## config.mk

```make
export PLATFORM = sky130hd
export DESIGN_NAME = osc_freq_monitor
export DESIGN_NICKNAME = d
export VERILOG_FILES = /design/src/rtl/osc_mon_pkg.sv /design/src/rtl/osc_sync_edge.sv /design/src/rtl/osc_cfg_regs.sv /design/src/rtl/osc_window_ctr.sv /design/src/rtl/osc_freq_monitor.sv
export SDC_FILE = /design/constraint.sdc
export NUM_CORES = 1
export LEC_CHECK = 0
export BUFFER_PORTS_ARGS = -buffer_cell sky130_fd_sc_hd__buf_2
export CAP_MARGIN = 25
export CORE_MARGIN = 3
export CORE_UTILIZATION = 55
export DETAILED_ROUTE_END_ITERATION = 16
export PLACE_DENSITY = 0.74
export SYNTH_ARGS = -nofsm -noshare
export SYNTH_HDL_FRONTEND = slang
export SYNTH_SLANG_ARGS = --single-unit
```

## constraint.sdc

```tcl
create_clock -name clk -period 4.9 [get_ports clk]
set_input_delay 0.98 -clock clk [delete_from_list [all_inputs] [get_ports clk]]
set_output_delay 0.98 -clock clk [all_outputs]
set_load 0.02 [all_outputs]
```

## src/rtl/osc_mon_pkg.sv

```systemverilog
package osc_mon_pkg;

  localparam int LEN_W   = 16;  // window length field width
  localparam int LEN_LSB = 16;  // field position inside the seed word

  typedef enum logic [1:0] {
    SEL_MODE = 2'd0,
    SEL_SEED = 2'd1,
    SEL_FMIN = 2'd2,
    SEL_FMAX = 2'd3
  } reg_sel_e;

  // lower bound rule: a quarter of the window length
  function automatic longint unsigned low_limit_of(longint unsigned len);
    return len >> 2;
  endfunction

  // upper bound rule: eight times the window length, clipped to the counter range
  function automatic longint unsigned high_limit_of(longint unsigned len, int cnt_w);
    longint unsigned top;
    longint unsigned hi;
    top = (64'd1 << cnt_w) - 64'd1;
    hi  = len << 3;
    return (hi > top) ? top : hi;
  endfunction

endpackage

```

## src/rtl/osc_sync_edge.sv

```systemverilog
module osc_sync_edge #(
  parameter int STAGES = 2
) (
  input  logic clk,
  input  logic rst_n,
  input  logic async_in,
  output logic rise
);

  logic [STAGES-1:0] chain;
  logic              last_q;

  generate
    for (genvar i = 0; i < STAGES; i++) begin : g_stage
      if (i == 0) begin : g_first
        always_ff @(posedge clk) begin
          if (!rst_n) chain[0] <= 1'b0;
          else        chain[0] <= async_in;
        end
      end else begin : g_next
        always_ff @(posedge clk) begin
          if (!rst_n) chain[i] <= 1'b0;
          else        chain[i] <= chain[i-1];
        end
      end
    end
  endgenerate

  always_ff @(posedge clk) begin
    if (!rst_n) last_q <= 1'b0;
    else        last_q <= chain[STAGES-1];
  end

  assign rise = chain[STAGES-1] & ~last_q;

endmodule

```

## src/rtl/osc_cfg_regs.sv

```systemverilog
module osc_cfg_regs
  import osc_mon_pkg::*;
#(
  parameter int CNT_W   = 20,
  parameter int DEF_LEN = 1600
) (
  input  logic             clk,
  input  logic             rst_n,
  input  logic             wr_en,
  input  logic [1:0]       addr,
  input  logic [31:0]      wdata,
  output logic [31:0]      rdata,
  output logic             prog,
  output logic [LEN_W-1:0] len,
  output logic [CNT_W-1:0] fmin,
  output logic [CNT_W-1:0] fmax
);

  localparam logic [LEN_W-1:0] RST_LEN = LEN_W'(DEF_LEN);
  localparam logic [CNT_W-1:0] RST_MIN =
    CNT_W'(low_limit_of(longint'(DEF_LEN)));
  localparam logic [CNT_W-1:0] RST_MAX =
    CNT_W'(high_limit_of(longint'(DEF_LEN), CNT_W));

  reg_sel_e sel;
  logic     cfg_open;

  assign sel      = reg_sel_e'(addr);
  assign cfg_open = wr_en && prog;

  always_ff @(posedge clk) begin
    if (!rst_n) begin
      prog <= 1'b1;
      len  <= RST_LEN;
      fmin <= RST_MIN;
      fmax <= RST_MAX;
    end else begin
      if (wr_en && sel == SEL_MODE) prog <= wdata[0];
      if (cfg_open) begin
        case (sel)
          SEL_SEED: len  <= wdata[LEN_LSB +: LEN_W];
          SEL_FMIN: fmin <= wdata[CNT_W-1:0];
          SEL_FMAX: fmax <= wdata[CNT_W-1:0];
          default: ;
        endcase
      end
    end
  end

  always_comb begin
    rdata = '0;
    case (sel)
      SEL_MODE: rdata[0]                 = prog;
      SEL_SEED: rdata[LEN_LSB +: LEN_W]  = len;
      SEL_FMIN: rdata[CNT_W-1:0]         = fmin;
      SEL_FMAX: rdata[CNT_W-1:0]         = fmax;
      default:  rdata                    = '0;
    endcase
  end

endmodule

```

## src/rtl/osc_window_ctr.sv

```systemverilog
module osc_window_ctr
  import osc_mon_pkg::*;
#(
  parameter int CNT_W = 20
) (
  input  logic             clk,
  input  logic             rst_n,
  input  logic             prog,
  input  logic [LEN_W-1:0] len,
  input  logic [CNT_W-1:0] fmin,
  input  logic [CNT_W-1:0] fmax,
  input  logic             rise,
  output logic             win_end,
  output logic [CNT_W-1:0] edge_cnt,
  output logic             sample_done,
  output logic             freq_err,
  output logic             seeded
);

  localparam logic [CNT_W-1:0] CNT_TOP = {CNT_W{1'b1}};

  function automatic logic [CNT_W-1:0] sat_bump(logic [CNT_W-1:0] c, logic inc);
    return (c == CNT_TOP) ? CNT_TOP : c + CNT_W'(inc);
  endfunction

  function automatic logic outside_band(logic [CNT_W-1:0] c,
                                        logic [CNT_W-1:0] lo,
                                        logic [CNT_W-1:0] hi);
    return (c < lo) || (c > hi);
  endfunction

  logic [LEN_W-1:0] clk_cnt;
  logic [LEN_W:0]   next_pos;
  logic [CNT_W-1:0] total;
  logic             bad;

  assign next_pos = {1'b0, clk_cnt} + 1'b1;
  assign win_end  = !prog && (next_pos >= {1'b0, len});
  assign total    = sat_bump(edge_cnt, rise);
  assign bad      = outside_band(total, fmin, fmax);

  always_ff @(posedge clk) begin
    if (!rst_n || prog) begin
      clk_cnt     <= '0;
      edge_cnt    <= '0;
      sample_done <= 1'b0;
      freq_err    <= 1'b0;
      seeded      <= 1'b0;
    end else begin
      sample_done <= win_end;
      if (win_end) begin
        clk_cnt  <= '0;
        edge_cnt <= '0;
        freq_err <= freq_err | bad;
        seeded   <= !(freq_err | bad);
      end else begin
        clk_cnt  <= next_pos[LEN_W-1:0];
        edge_cnt <= total;
      end
    end
  end

endmodule

```

## src/rtl/osc_freq_monitor.sv

```systemverilog
module osc_freq_monitor
  import osc_mon_pkg::*;
#(
  parameter int CNT_W   = 20,
  parameter int DEF_LEN = 1600
) (
  input  logic        clk,
  input  logic        rst_n,
  input  logic        osc_in,
  input  logic        reg_wr,
  input  logic [1:0]  reg_addr,
  input  logic [31:0] reg_wdata,
  output logic [31:0] reg_rdata,
  output logic        sample_done,
  output logic        freq_err,
  output logic        seeded
);

  logic             cfg_prog;
  logic [LEN_W-1:0] cfg_len;
  logic [CNT_W-1:0] cfg_min;
  logic [CNT_W-1:0] cfg_max;
  logic             osc_rise;
  logic             win_end;
  logic [CNT_W-1:0] edge_cnt;

  osc_sync_edge #(.STAGES(2)) u_sync (
    .clk      (clk),
    .rst_n    (rst_n),
    .async_in (osc_in),
    .rise     (osc_rise)
  );

  osc_cfg_regs #(.CNT_W(CNT_W), .DEF_LEN(DEF_LEN)) u_regs (
    .clk   (clk),
    .rst_n (rst_n),
    .wr_en (reg_wr),
    .addr  (reg_addr),
    .wdata (reg_wdata),
    .rdata (reg_rdata),
    .prog  (cfg_prog),
    .len   (cfg_len),
    .fmin  (cfg_min),
    .fmax  (cfg_max)
  );

  osc_window_ctr #(.CNT_W(CNT_W)) u_win (
    .clk         (clk),
    .rst_n       (rst_n),
    .prog        (cfg_prog),
    .len         (cfg_len),
    .fmin        (cfg_min),
    .fmax        (cfg_max),
    .rise        (osc_rise),
    .win_end     (win_end),
    .edge_cnt    (edge_cnt),
    .sample_done (sample_done),
    .freq_err    (freq_err),
    .seeded      (seeded)
  );

endmodule

```

==> results of run 1 <==
==> flip-flops by register name, indices dropped and copies added (netlist names) <==
| signal | flops |
|---|---|
| u_regs.prog | 1 |
| u_win.clk_cnt | 16 |
| u_regs.fmax | 20 |
| u_win.freq_err | 1 |
| u_win.sample_done | 1 |
| u_sync.chain | 2 |
| u_sync.last_q | 1 |
| u_regs.fmin | 20 |
| u_regs.len | 16 |
| u_win.seeded | 1 |
| u_win.edge_cnt | 20 |
==> power by group through the flow <==
| stage | Clock [mW] | Sequential (mW) | Combinational (mW) |
|---|---|---|---|
| after floorplan | 0 | 0.849 | 0.107 |
| after global placement | 0 | 0.852 | 0.153 |
| after detailed placement | 0 | 0.853 | 0.157 |
| after CTS | 0.476 | 0.834 | 0.158 |
| after global routing | 0.507 | 0.837 | 0.177 |
| final | 0.463 | 0.835 | 0.158 |
==> cells in the final DEF (no fill, tap or decap), types with 3 or more instances in the layout <==
cell type    n
nor2b_1     22
dfxtp_1     99
o211ai_1    12
xor2_1      18
and3_1       7
buf_4        7
nor3_1      19
clkbuf_8    10
nand4_1     13
xnor2_1     14
and2_1       6
nor2b_2      8
nand2_1    150
and4_1       5
a22o_1       5
a211oi_1     3
mux2i_1     15
nand3_1     24
nor2_1      19
o21ai_0     11
a21oi_1     80
ha_1        58
inv_1       58
a21o_1       9
buf_2       72
==> final cells by class <==
type                    count  area share
flip-flops and latches     99       0.317
clock buffers              12      0.0232
repair buffers             79      0.0661
clock inverters             2     0.00220
multi-input cells         524       0.530
inverters                  58      0.0348
well taps                 133      0.0266
==> layer usage <==
layer	global-route usage	routed length, µm
met3	0.0636	841
met5	0	0
met2	0.395	6200
met4	0.0469	133
met1	0.365	6780
==> critical path, cell delays in order (launching register included) <==
cell	delay [ns]
dfxtp_1	0.33
nor2b_1	0.13
ha_1	0.19
ha_1	0.26
nand3_1	0.17
nor2_1	0.26
nand3_1	0.13
xor2_1	0.23
nand2_1	0.13
ha_1	0.29
nand2_1	0.08
or4_1	0.52
or3_1	0.41
a311oi_1	0.32
nor3_1	0.11
o221a_2	0.24
==> logic make-up after synthesis <==
family	after synthesis	share of synthesized area
muxes	17	0.0305
xor gates and xnor gates	32	0.0495
DFF	99	0.350
AOI/OAI and AO/OA	132	0.137
adders and majority gates	58	0.128
buffers and inverters	90	0.0654
and+or+nand+nor	285	0.239
==> worst min-delay path by stage <==
stage                                             to  cells past startpoint
after floorplan           u_sync.chain[1]$_SDFF_PN0_                      1
after global placement      u_sync.last_q$_SDFF_PN0_                      1
after detailed placement  u_sync.chain[1]$_SDFF_PN0_                      1
after CTS                 u_sync.chain[1]$_SDFF_PN0_                      1
after global routing      u_sync.chain[1]$_SDFF_PN0_                      1
final                     u_sync.chain[1]$_SDFF_PN0_                      1
==> through the flow <==
| stage | setup slack, ns | area [µm²] |
|---|---|---|
| after floorplan | 1.46 | 5660 |
| after global placement | 1.24 | 6090 |
| after detailed placement | 1.09 | 6090 |
| after CTS | 1.03 | 6250 |
| after global routing | 0.596 | 6250 |
| final | 1.01 | 6250 |
==> results.cfg, run 1 <==
[floorplanning]
initial_core_util = 0.571
fp.dieArea_um2 = 11500
coreArea_um2 = 9910
dieWidth_um = 107
io_pins = 73
die-height_um = 107
rows = 36

[power]
power.total_mw = 1.46
ir_drop_v = 0.000292
seqPwrFrac = 0.573
power_density_nw_per_um2 = 233
p_sw_frac = 0.263
clkPwrFrac = 0.318
p_leak_nw = 2.81
p_int_mw = 1.07
p_switching_mw = 0.383
combPwrFrac = 0.109

[detailed_routing]
routed_wl_um = 14000
via_per_inst = 5.50
detail-route-antenna-nets = 0
vias = 4989
first_pass_iters = 6
drc_errors = 0
post_drt_wl_per_cell_um = 15.4
drt-initial-drc-count = 302

[timing]
tightest_slew_ns = 0.883
finalCritPeriodShare = 0.793
tns_ns = 0
rsz0062_at_grt = false
holdWs_ns = 0.451
hold_viol_final = 0
clock.fmax_mhz = 257
maxSlewViolCount = 0
finClkSkew_ns = 0.0104
setup_viol = 0
slew_headroom = 0.409
period_needed_ns = 3.89

[cts]
ctsHoldBuffers = 0
cts-resized-gates = 0
htreeDepth = 3
post-cts-setup-buffer-count = 0
tritoncts = yes
cts-root-buf = clkbuf_8
clk_path_buf_depth = 2
cts.sinks = 99
worstSkewPairLatency_ns = 0.38
cts_buffers = 9
clkTransAtPathRegs_ns = 0.09

[yosys]
yosysTopAreaCellShare = 0.350
avgSynthCellArea_um2 = 7.94
synth_warnings = 0
synth-edff-count = 0
yosysMostFrequentCell = nand2_1
ys_seq_area_frac = 0.350
netlist_top_cells_area = dfxtp_1 (35%), ha_1 (13%), nand2_1 (9.9%)
ys_types = 46
synth_cells = 713
async_flop_share = 0
synthTopCellsByCount = nand2_1 (150), dfxtp_1 (99), a21oi_1 (80)
synth-seq-cells = 99
synth.largest_area_cell = dfxtp_1
syn_area_um2 = 5660
synth_flop_cell = dfxtp_1
synthesis.nets = 809

[finish]
seq_area_um2 = 1980
final_net_count = 867
n_antenna_cell = 0
fin_util = 0.631
final_cells = 907
fillers = 911
area_growth_syn_to_layout_pct = 10.3
multi_input_area_um2 = 3310
drive_above_1_share = 0.137

[setup_path]
r2r_cells = 15
r2r-start = u_sync.chain[1]$_SDFF_PN0_
cp_max_fo = 5
r2r_slack_ns = 1.01
endpoint = u_win.freq_err$_SDFFE_PP0P_
cp-end-kind = flip-flop
startpoint_type = flip-flop
timing.rr.end = u_win.freq_err$_SDFFE_PP0P_
crit_start = u_sync.chain[1]$_SDFF_PN0_
crit_type = flip-flop to flip-flop
required_ns = 5.18
worstPathArrival_ns = 4.17

[run]
maxCapViolCount = 0

[outcome]
status = complete, no violations

[global_route]
grt_pass1_wl_um = 23300
grt.overflow.total = 0
antenna_found_initial = 0
grt_pass1_vias = 4851
grt_max_degree = 49
grtUsageTotal = 0.255

[place]
dp_cells = 893
globalplace.congestion = 0.886
hpwl_um = 10700
portBuffers = 72

[worst_hold_path]
min_path_type = flip-flop to flip-flop
min-delay-start = u_sync.chain[0]$_SDFF_PN0_
(Power assumes the default switching activity.)
==> inputs of run 2 (changes only) <==
- ABC_AREA: default -> 1
- clock period: 4.9 -> 3.9 ns (I/O delays scaled with it)
==> results.cfg, run 2 <==
[timing]
finClkSkew_ns = 0.0124
finalCritPeriodShare = 0.863
tns_ns = 0
slew_headroom = 0.423
rsz0062_at_grt = false
hold_viol_final = 0
clock.fmax_mhz = 297
maxSlewViolCount = 0
tightest_slew_ns = 0.865
setup_viol = 0
period_needed_ns = 3.37

[setup_path]
r2r_cells = 23
cp-end-kind = flip-flop
required_ns = 4.18
crit_type = flip-flop to flip-flop
cp_common_cell = nand2_1
startpoint_type = flip-flop
crit_family = simple AND/OR/NAND/NOR gates
worstPathArrival_ns = 3.65
critPathBufInv = 4
timing.rr.end = u_win.freq_err$_SDFFE_PP0P_
r2r-start = u_sync.chain[1]$_SDFF_PN0_
critPathSlowestCell = dfxtp_1
cp_max_fo = 3
critPathMaxStageDelay_ns = 0.34
cp_num_cells = 23
r2r_slack_ns = 0.53
worstPathCellList = inv_1 > nor2_1 > ha_1 > ha_1 > inv_1 > nor2_2 > nand2_1 > nor2_2 > inv_1 > nor2_2 > a21oi_1 > nor3_1 > inv_1 > ha_1 > nand2_1 > nor2_1 > nand2_1 > nor4_2 > nand4_1 > a21oi_1 > nand2_1 > nand2_1 > nor2_1

[yosys]
synth.largest_area_cell = dfxtp_1
synth-seq-cells = 99
synthTopCellsByCount = inv_1 (128), nand2_1 (122), dfxtp_1 (99)
synth_cells = 777
syn_area_um2 = 5680
synth_flop_cell = dfxtp_1
synth-edff-count = 0
netlist_top_cells_area = dfxtp_1 (35%), ha_1 (13%), inv_1 (8.5%)
yosysMostFrequentCell = inv_1
synth_warnings = 0
avgSynthCellArea_um2 = 7.31
synthesis.nets = 873
ys_seq_area_frac = 0.349
yosysTopAreaCellShare = 0.349
ys_types = 43
async_flop_share = 0

[finish]
final_net_count = 934
top_regs = u_regs.fmax (20), u_regs.fmin (20), u_win.edge_cnt (20)
n_antenna_cell = 0
stdcell_area_um2 = 6320
final_cell_mix = inv_1 (128), nand2_1 (122), dfxtp_1 (99)
fillers = 924
final_common_cell = inv_1
drive_above_1_share = 0.139
area_growth_syn_to_layout_pct = 11.2

[global_route]
antenna_found_initial = 0
grt.overflow.total = 0
grt.met2_usage = 0.444
grt_max_degree = 59
grt_pass1_wl_um = 22700
grtUsageTotal = 0.246
top_usage_layer = met2
met1_usage = 0.287
grt_pass1_vias = 5020
use_met3 = 0.0294

[cts]
cts-root-buf = clkbuf_8
tritoncts = yes
worstSkewPairLatency_ns = 0.37
cts.sinks = 99
htreeDepth = 3
clk_path_buf_depth = 2
ctsHoldBuffers = 0
clkTransAtPathRegs_ns = 0.09
cts_buffers = 9

[power]
ir_drop_v = 0.000193
power_density_nw_per_um2 = 312
p_leak_nw = 3.09

[place]
dpl_cell_area_um2 = 6110
portBuffers = 72
globalplace.congestion = 0.904
hpwl_um = 10700

[detailed_routing]
drc_errors = 0
routed_wl_um = 13900
via_per_inst = 5.32
vias = 5193
detail-route-antenna-nets = 0
drt-initial-drc-count = 254
first_pass_iters = 5
post_drt_wl_per_cell_um = 14.2

[run]
maxCapViolCount = 0

[floorplanning]
coreArea_um2 = 9910
rows = 36
die-height_um = 108
io_pins = 73
initial_core_util = 0.573
dieWidth_um = 108
fp.dieArea_um2 = 11600

[outcome]
status = complete, no violations

[worst_hold_path]
holdPathEnd = u_sync.last_q$_SDFF_PN0_
hold_path_depth = 2
min-delay-start = u_sync.chain[1]$_SDFF_PN0_
min_path_type = flip-flop to flip-flop
==> run 2: per-stage QoR <==
stage	hold slack, ns	setup WS, ns	utilization	cells	power [mW]
finish	0.432	0.533	0.638	976	1.97
global route	0.478	0.105	0.638	976	2.06
CTS	0.438	0.427	0.637	976	1.98
detailed placement	0.426	0.461	0.616	960	1.30
global placement	0.402	0.672	0.616	960	1.30
floorplan	0.390	0.972	-	777	1.23
==> run 2: worst max path at each step <==
stage	to	start	slack [ns]
floorplan	u_win.freq_err$_SDFFE_PP0P_	u_sync.chain[1]$_SDFF_PN0_	0.97
global placement	u_win.freq_err$_SDFFE_PP0P_	u_sync.chain[1]$_SDFF_PN0_	0.67
detailed placement	u_win.freq_err$_SDFFE_PP0P_	u_sync.chain[1]$_SDFF_PN0_	0.46
CTS	u_win.freq_err$_SDFFE_PP0P_	u_sync.chain[1]$_SDFF_PN0_	0.43
global route	u_win.freq_err$_SDFFE_PP0P_	u_sync.chain[1]$_SDFF_PN0_	0.11
finish	u_win.freq_err$_SDFFE_PP0P_	u_sync.chain[1]$_SDFF_PN0_	0.53
==> run 2: report_power, final <==
part	switching [mW]	internal, mW	leakage (nW)	total [mW]
combinational	0.155	0.0742	2.19	0.229
clock	0.358	0.334	0.0998	0.691
sequential	0.0102	1.04	0.805	1.05
==> run 2: metal layers <==
layer  wire length [µm]  share of wire
met5                  0              0
met4                453          0.033
met3                548          0.040
met2               6890           0.50
met1               5970           0.43
==> run 2: cell type report <==
| class | instances | area, µm² | area share |
|---|---|---|---|
| repair buffers | 73 | 368 | 0.0582 |
| multi-input cells | 521 | 3090 | 0.490 |
| clock inverters | 3 | 46.3 | 0.00733 |
| inverters | 134 | 503 | 0.0796 |
| well taps | 133 | 166 | 0.0263 |
| flip-flops and latches | 99 | 1980 | 0.314 |
| clock buffers | 13 | 159 | 0.0251 |
==> run 2: timing repair <==
item,4_1_cts,5_1_grt
setup endpoints to repair,0,2
gates resized for setup,0,1
buffers inserted,0,0
==> run 2: tightest hold or removal path, delay by kind of cell (launching register included) <==
family	cells	cell delay (ns)
buffers and inverters	1	0.03
AND/OR/NAND/NOR	1	0.05
flip-flops	1	0.32
==> run 2: kinds of logic after synthesis <==
| kind of cell | share of synthesized area |
|---|---|
| and+or+nand+nor | 0.199 |
| AOI/OAI and AO/OA | 0.183 |
| adders and majority gates | 0.128 |
| xor gates and xnor gates | 0.0335 |
| buffers and inverters | 0.108 |
| DFF | 0.349 |
==> inputs of run 3 (changes only) <==
- CAP_MARGIN: 25 -> default
- GPL_TIMING_DRIVEN: default -> 0
- SKIP_CTS_REPAIR_TIMING: default -> 1
==> results.cfg, run 3 (synthesized netlist as in run 2, its figures left out) <==
[outcome]
status = complete, no violations

[place]
portBuffers = 72
hpwl_um = 11800
globalplace.congestion = 0.909
dp_cells = 982

[detailed_routing]
detail-route-antenna-nets = 0
post_drt_wl_per_cell_um = 15.2
routed_wl_um = 15100
first_pass_iters = 5
via_per_inst = 5.46
vias = 5454
drt-initial-drc-count = 300
drc_errors = 0

[timing]
finClkSkew_ns = 0.00974
tns_ns = 0
tightest_slew_ns = 0.792
hold_viol_final = 0
period_needed_ns = 3.55
maxSlewViolCount = 0
slew_headroom = 0.472
rsz0062_at_grt = false
clock.fmax_mhz = 281
setup_viol = 0
finalCritPeriodShare = 0.911

[cts]
worstSkewPairLatency_ns = 0.38
cts.sinks = 99
clkTransAtPathRegs_ns = 0.09
cts_buffers = 9
cts-root-buf = clkbuf_8
tritoncts = yes
clk_path_buf_depth = 2
htreeDepth = 3

[setup_path]
crit_type = flip-flop to flip-flop
required_ns = 4.18
worstPathArrival_ns = 3.83
r2r_cells = 22
cp_max_fo = 3
cp-end-kind = flip-flop
startpoint_type = flip-flop

[floorplanning]
dieWidth_um = 108
rows = 36
fp.dieArea_um2 = 11600
die-height_um = 108
initial_core_util = 0.573
io_pins = 73
coreArea_um2 = 9910

[finish]
final_net_count = 956
n_antenna_cell = 0
top_regs = u_regs.fmax (20), u_regs.fmin (20), u_win.edge_cnt (20)
fillers = 884
area_growth_syn_to_layout_pct = 14.0
drive_above_1_share = 0.142
final_cell_mix = inv_1 (128), nand2_1 (122), dfxtp_1 (99)
final_common_cell = inv_1
final_cells = 998

[global_route]
grtUsageTotal = 0.268
grt_pass1_vias = 5247
grt.overflow.total = 0
antenna_found_initial = 0
grt_pass1_wl_um = 24500
grt_max_degree = 17

[power]
ir_drop_v = 0.000177
power.total_mw = 2.13
p_leak_nw = 3.16
power_density_nw_per_um2 = 329

[worst_hold_path]
hold_path_depth = 2
min_path_type = flip-flop to flip-flop

[run]
maxCapViolCount = 0
[run 3: through the flow]
| step | cell area [µm²] | setup slack, ns | hold WS [ns] | util |
|---|---|---|---|---|
| floorplan | 5680 | 0.972 | 0.390 | - |
| global placement | 6210 | 0.336 | 0.396 | 0.627 |
| detailed placement | 6210 | 0.292 | 0.403 | 0.627 |
| CTS | 6470 | 0.263 | 0.425 | 0.653 |
| global route | 6480 | 0.0272 | 0.439 | 0.654 |
| finish | 6480 | 0.345 | 0.424 | 0.654 |
[run 3: final timing paths]
| kind | from | endpoint | slack [ns] |
|---|---|---|---|
| setup / recovery | u_sync.chain[1]$_SDFF_PN0_ | u_win.freq_err$_SDFFE_PP0P_ | 0.35 |
| hold / removal | u_sync.chain[0]$_SDFF_PN0_ | u_sync.chain[1]$_SDFF_PN0_ | 0.42 |
| hold reg to reg | u_sync.chain[0]$_SDFF_PN0_ | u_sync.chain[1]$_SDFF_PN0_ | 0.42 |
| setup reg to reg | u_sync.chain[1]$_SDFF_PN0_ | u_win.freq_err$_SDFFE_PP0P_ | 0.35 |
[run 3: metal layers]
| layer | global-route usage | vias up | share of wire |
|---|---|---|---|
| li1 | - | 2719 | - |
| met1 | 0.324 | 2497 | 0.41 |
| met2 | 0.471 | 197 | 0.49 |
| met3 | 0.0312 | 41 | 0.061 |
| met4 | 0.128 | 0 | 0.037 |
| met5 | 0 | - | 0 |
[run 3: final cells by class]
class	count	area [µm²]	area share
Clock buffer	11	151	0.0234
Multi-Input combinational cell	521	3100	0.478
Buffer	23	110	0.0170
Timing Repair Buffer	72	360	0.0556
Clock inverter	5	108	0.0166
Tap cell	133	166	0.0257
Sequential cell	99	1980	0.306
Inverter	134	503	0.0777
[run 3: report_power, final]
part	switching, mW	total (mW)	internal [mW]	leakage (nW)
Combinational	0.164	0.242	0.0788	2.22
Sequential	0.0100	1.05	1.04	0.805
Clock	0.372	0.837	0.465	0.130
Total	0.546	2.13	1.59	3.16
[run 3: worst max-delay path, cell delays in order (launching register included)]
cell and delay (ns):
dfxtp_1 0.33, inv_1 0.04, nor2_1 0.08, ha_1 0.20, ha_1 0.22, inv_1 0.06, nor2_2 0.14, nand2_1 0.11
nor2_2 0.14, inv_1 0.09, o21a_1 0.19, nor3_1 0.27, inv_1 0.15, ha_1 0.30, nand2_1 0.05, nor2_1 0.14
nand2_1 0.14, nor4_2 0.26, nand4_1 0.13, a21oi_1 0.16, nand2_1 0.12, nand2_1 0.08, nor2_1 0.04
